File: src/rtl/slot_acct_pkg.sv
package slot_acct_pkg;
  // Counter slots in the bank; order is the rd_sel encoding.
  typedef enum int unsigned {
    CNT_RETIRE  = 0,
    CNT_BADSPEC = 1,
    CNT_FEBOUND = 2,
    CNT_BEBOUND = 3,
    CNT_CYCLES  = 4
  } cnt_idx_e;

  localparam int unsigned NUM_CAT = 4;
  localparam int unsigned NUM_CNT = 5;
endpackage

File: src/rtl/slot_acct_sanitize.sv
module slot_acct_sanitize #(
  parameter int SLOTS = 4,
  parameter int NW    = 3
) (
  input  logic [NW-1:0] fe_avail,
  input  logic [NW-1:0] be_room,
  input  logic [NW-1:0] n_issue,
  input  logic [NW-1:0] n_retire,
  input  logic [NW-1:0] n_flush,
  output logic [NW-1:0] s_issue,
  output logic [NW-1:0] s_room,
  output logic [NW-1:0] s_retire,
  output logic [NW-1:0] s_flush,
  output logic          bad
);
  localparam logic [NW-1:0] LIM = NW'(SLOTS);

  logic [NW-1:0] c_fe, c_room, c_iss;
  logic          over;

  function automatic logic [NW-1:0] clip(input logic [NW-1:0] v);
    return (v > LIM) ? LIM : v;
  endfunction

  always_comb begin
    c_fe     = clip(fe_avail);
    c_room   = clip(be_room);
    c_iss    = clip(n_issue);
    s_retire = clip(n_retire);
    s_flush  = clip(n_flush);
    over     = (fe_avail > LIM) || (be_room > LIM) || (n_issue > LIM) ||
               (n_retire > LIM) || (n_flush > LIM);
    s_issue  = (c_iss > c_fe) ? c_fe : c_iss;
    s_room   = (c_room < s_issue) ? s_issue : c_room;
    bad      = over || (c_iss > c_fe) || (c_room < s_issue);
  end
endmodule

File: src/rtl/slot_acct_classify.sv
module slot_acct_classify #(
  parameter int SLOTS = 4,
  parameter int NW    = 3
) (
  input  logic [NW-1:0] s_issue,
  input  logic [NW-1:0] s_room,
  output logic [NW-1:0] inc_fe,
  output logic [NW-1:0] inc_be
);
  localparam logic [NW-1:0] LIM = NW'(SLOTS);

  logic [NW-1:0] empty, blocked;

  always_comb begin
    empty   = LIM - s_issue;
    blocked = LIM - s_room;
    inc_be  = (blocked < empty) ? blocked : empty;
    inc_fe  = empty - inc_be;
  end
endmodule

File: src/rtl/slot_acct_satcnt.sv
module slot_acct_satcnt #(
  parameter int CW = 48,
  parameter int IW = 3
) (
  input  logic          clk,
  input  logic          rst,
  input  logic          clr,
  input  logic          en,
  input  logic [IW-1:0] inc,
  output logic [CW-1:0] cnt
);
  logic [CW:0]   sum;
  logic [CW-1:0] nxt;

  always_comb begin
    sum = {1'b0, cnt} + (CW+1)'(inc);
    nxt = sum[CW] ? {CW{1'b1}} : sum[CW-1:0];
  end

  always_ff @(posedge clk) begin
    if (rst || clr)
      cnt <= '0;
    else if (en)
      cnt <= nxt;
  end
endmodule

File: src/rtl/slot_acct_top.sv
module slot_acct_top
  import slot_acct_pkg::*;
#(
  parameter int SLOTS = 4,
  parameter int CW    = 48,
  localparam int NW   = $clog2(SLOTS + 1),
  localparam int SELW = $clog2(NUM_CNT)
) (
  input  logic            clk,
  input  logic            rst,
  input  logic            clr,
  input  logic            frz,
  input  logic [NW-1:0]   fe_avail,
  input  logic [NW-1:0]   be_room,
  input  logic [NW-1:0]   n_issue,
  input  logic [NW-1:0]   n_retire,
  input  logic [NW-1:0]   n_flush,
  input  logic [SELW-1:0] rd_sel,
  output logic [CW-1:0]   rd_data,
  output logic            err_flag
);
  logic [NW-1:0] s_issue, s_room, s_retire, s_flush;
  logic [NW-1:0] inc_fe, inc_be;
  logic          bad;
  logic          count_en;

  logic [NUM_CNT-1:0][NW-1:0] incs;
  logic [NUM_CNT-1:0][CW-1:0] cnt;
  logic [CW-1:0]              rd_nxt;

  slot_acct_sanitize #(.SLOTS(SLOTS), .NW(NW)) u_san (
    .fe_avail (fe_avail),
    .be_room  (be_room),
    .n_issue  (n_issue),
    .n_retire (n_retire),
    .n_flush  (n_flush),
    .s_issue  (s_issue),
    .s_room   (s_room),
    .s_retire (s_retire),
    .s_flush  (s_flush),
    .bad      (bad)
  );

  slot_acct_classify #(.SLOTS(SLOTS), .NW(NW)) u_cls (
    .s_issue (s_issue),
    .s_room  (s_room),
    .inc_fe  (inc_fe),
    .inc_be  (inc_be)
  );

  assign count_en = !frz;

  always_comb begin
    incs              = '0;
    incs[CNT_RETIRE]  = s_retire;
    incs[CNT_BADSPEC] = s_flush;
    incs[CNT_FEBOUND] = inc_fe;
    incs[CNT_BEBOUND] = inc_be;
    incs[CNT_CYCLES]  = NW'(1);
  end

  for (genvar g = 0; g < NUM_CNT; g++) begin : g_cnt
    slot_acct_satcnt #(.CW(CW), .IW(NW)) u_cnt (
      .clk (clk),
      .rst (rst),
      .clr (clr),
      .en  (count_en),
      .inc (incs[g]),
      .cnt (cnt[g])
    );
  end

  always_comb begin
    rd_nxt = '0;
    for (int i = 0; i < NUM_CNT; i++)
      if (rd_sel == SELW'(i))
        rd_nxt = cnt[i];
  end

  always_ff @(posedge clk) begin
    if (rst)
      rd_data <= '0;
    else
      rd_data <= rd_nxt;
  end

  always_ff @(posedge clk) begin
    if (rst || clr)
      err_flag <= 1'b0;
    else if (count_en && bad)
      err_flag <= 1'b1;
  end
endmodule

File: config.mk
export PLATFORM = sky130hd
export DESIGN_NAME = slot_acct_top
export DESIGN_NICKNAME = d
export VERILOG_FILES = /design/src/rtl/slot_acct_pkg.sv /design/src/rtl/slot_acct_sanitize.sv /design/src/rtl/slot_acct_classify.sv /design/src/rtl/slot_acct_satcnt.sv /design/src/rtl/slot_acct_top.sv
export SDC_FILE = /design/constraint.sdc
export NUM_CORES = 1
export LEC_CHECK = 0
export CAP_MARGIN = 20
export CORE_MARGIN = 1
export CORE_UTILIZATION = 45
export DETAILED_ROUTE_END_ITERATION = 16
export DONT_BUFFER_PORTS = 1
export SLEW_MARGIN = 0
export SYNTH_ARGS = -nofsm -noshare
export SYNTH_HDL_FRONTEND = slang
export SYNTH_SLANG_ARGS = --single-unit
File: constraint.sdc
create_clock -name clk -period 10.5 [get_ports clk]
set_clock_uncertainty 0.2 [all_clocks]
set_input_delay 0 -clock clk [delete_from_list [all_inputs] [get_ports clk]]
set_output_delay 0 -clock clk [all_outputs]
set_load 0.02 [all_outputs]
==> metrics.md <==
| Metric | Value |
|---|---|
| Status | completed |
| Detailed-route via count | 13120 |
| DP HPWL | 29870 um |
| Mapped cell area | 15220 um2 |
| Synth async-reset ratio | 0% |
| Antenna violations before repair | 1 |
| Die area | 34560 um2 |
| Worst-skew pair later-pin latency | 0.51 ns |
| Top cells by count, synth | dfxtp_1 (289), a21oi_1 (159), nand2_1 (125) |
| Final non-filler cell total | 2193 |
| Cts repair resizes | 0 |
| Seq/Total Area, Yosys | 38.01% |
| H-tree Lvls | 2 |
| Yosys warns | 0 |
| CP Launch Point | n_issue[1] |
| CP required | 10.73 ns |
| Post-synth EDFFs | 0 |
| Library cells used by synthesis | 65 |
| Filler cell count | 3118 |
| Setup bufs post-CTS | 0 |
| DR DRC count | 0 |
| Final Max Tran Viols | 0 |
| Row count | 66 |
| R2R cell count | 10 |
| Initial Utilization | 46.31% |
| Comb power frac | 7.7% |
| DP Area | 15400 um2 |
| Minimum clock period | 6.727 ns |
| Fin Setup TNS | 0 ns |
| Unrepaired setup endpoints after global routing | no |
| Hold path depth | 5 |
| Antenna cell count | 0 |
| NetSw | 0.0005931 W |
| Total global routing overflow | 0 |
| Top cells by area, synth | dfxtp_1 (38%), xor2_1 (5.5%), a21oi_1 (5.2%), xnor2_1 (4.8%), o21ai_0 (3.4%) |
| Yosys top cell by area | dfxtp_1 |
| Cts-stage hold buffer count | 26 |
| Hold Vio Cnt, Final | 0 |
| Register Area | 5786 um2 |
| #FFs+latches synth | 289 |
| Io pins | 71 |
| Relative slew slack | 28.91% |
| Hold Crit Start | rd_sel[0] |
| Maximum clock path buffer count | 3 |
| Die width | 185.9 um |
| Main synth FF type | dfxtp_1 |
| Post-synth net total | 1825 |
| Crit-path max FO | 24 |
| Internal power | 0.001922 W |
| Syn-to-layout area delta | 10.56% |
| Worst Hold Class | in -> reg |
| Max-Cap Viols | 0 |
| Inserted Clock Buffers | 34 |
| P_leak | 5.633 nW |
| WP data arrival | 6.96 ns |
| Synth top area share | 38.01% |
| GP Congestion | 0.8908 |
| DRT Wirelength | 43820 um |
| Syn Area/Cell | 8.589 um2 |
| Seq pwr share | 44.3% |
| FF-to-FF setup slack | 6.64 ns |
| Die Ht | 185.9 um |
| Core box area | 32870 um2 |
| CTS tree | done |
| Fmax | 148.7 MHz |
| Final setup viols | 0 |
| Vias in the first global route | 12220 |
| Total global-route track usage | 25.46% |
| CP Class | in -> reg |
| Cell with the most instances after synthesis | dfxtp_1 |
| Crit. End Element | register |
| Antenna-violating nets left | 0 |
| Worst vdd ir | 115.2 uV |
| First-pass GRT wire length | 68840 um |
| Pre-antenna DRT Iters | 5 |
| Post-Syn Instances | 1772 |
| Clock power frac | 48.0% |
| Via density | 5.980 |
| Cell area after layout | 16830 um2 |
| Root buf cell | clkbuf_16 |
| Share of layout cells above drive strength 1 | 8.338% |
| Initial DRC count | 1168 |
| Largest net degree at the start of global routing | 87 |
| PortBufs | 0 |
| Clock sinks | 289 |
| Worst slew pin tran | 1.066 ns |
| Post-Place Cells | 2111 |
| WL/cell | 19.98 um |
| Clock slew at reported path FFs | 0.06 ns |
| CP startpoint kind | input pin |
| FF-to-FF Start | g_cnt[0].u_cnt.cnt[0] |
| Power per cell area | 149.5 nW/um2 |
| Net count, final | 1784 |
| Switching Share | 23.58% |
| Multi-input gate area | 8750 um2 |
| Fin crit share | 64.06% |
==> cell type report <==
type | instances | area share, %
clock buffer | 47 | 5.964
clock inverter | 9 | 0.7882
inverter | 51 | 1.138
multi-input combinational | 1313 | 52.00
sequential | 289 | 34.38
tap | 442 | 3.287
timing repair buffer | 42 | 2.439
==> path summary, 6_finish.rpt <==
check / to
worst max-delay path: g_cnt[3].u_cnt.cnt[46]
worst min-delay path: rd_data[14]
worst max register to register: g_cnt[0].u_cnt.cnt[11]
worst min register to register: g_cnt[2].u_cnt.cnt[32]
==> sequential cells by signal, indices dropped and copies added (netlist names) <==
register	count
err_flag	1
rd_data	48
g_cnt.u_cnt.cnt	240
==> power groups by stage <==
stage          sequential (W)  combinational (W)  clock [W]
3_5_place_dp          0.00114           0.000173          0
5_1_grt               0.00112           0.000215    0.00127
2_1_floorplan         0.00114           0.000144          0
3_3_place_gp          0.00114           0.000167          0
4_1_cts               0.00112           0.000193    0.00123
6_report              0.00112           0.000194    0.00121
==> cells in the final DEF, fill, tap and decap left out, drive strengths merged, types with 6 or more instances in the layout <==
cell type    synthesis  layout
o21ai              103     103
a21oi              198     198
nand4               62      62
mux4                13      13
dlygate4sd3          0      23
nand2              125     125
or3                  7       7
a221o               32      32
ha                  26      26
nor4                28      28
a31oi               20      20
dfxtp              289     289
a21o                 7       7
nor2               123     123
xor2                95      95
and4                31      31
nand3               78      78
mux2i               47      47
nor2b               17      17
a22oi               13      13
clkbuf              94      47
nor3                53      53
and2                17      17
o311a                6       6
and3                45      45
a311oi               6       6
a211oi              20      20
inv                 51      51
buf                 25      19
xnor2               84      84
==> metal layers <==
metal,global-route usage [%],wire length [um],vias up
met5,0,0,-
met4,6.328,871,0
met3,3.111,2388,55
met2,40.96,20090,396
li1,-,-,6323
met1,35.90,20460,6341
==> critical path, stage by stage <==
cell and delay, ns:
nor2b_1 0.17, ha_1 0.27, and3b_1 0.18, o21ai_1 0.39, a21oi_1 0.20, ha_1 0.31, nand2_1 0.05, o21ai_0 0.49
nor2_1 0.08, a31oi_1 0.16, ha_1 0.27, ha_1 0.30, or2_2 0.28, a21oi_1 0.17, a21oi_1 0.09, nor2b_1 0.16
mux2i_1 0.30, ha_1 0.22, inv_1 0.06, fa_1 0.37, nor2b_1 0.23, o211ai_1 0.23, or4_4 0.62, or3_2 0.78
buf_4 0.39, a21oi_1 0.18
==> per-stage QoR <==
stage	util [%]	setup slack [ns]	power [W]	hold slack, ns
floorplan	-	4.270	0.001282	0.06094
global placement	46.86	3.563	0.001306	-0.1207
detailed placement	46.86	3.325	0.001312	-0.1204
CTS	51.20	3.827	0.002538	0.005208
global route	51.20	3.202	0.002601	0.04644
finish	51.20	3.773	0.002515	0.009423
==> logic make-up after synthesis <==
kind of cell	after synthesis	synth area share [%]
muxes	64	5.311
and+or+nand+nor	611	21.12
AOI/OAI and AO/OA	428	17.83
xor gates and xnor gates	179	10.30
adders and majority gates	31	2.795
buffers and inverters	170	4.628
DFF	289	38.01
(Power assumes the default switching activity.)
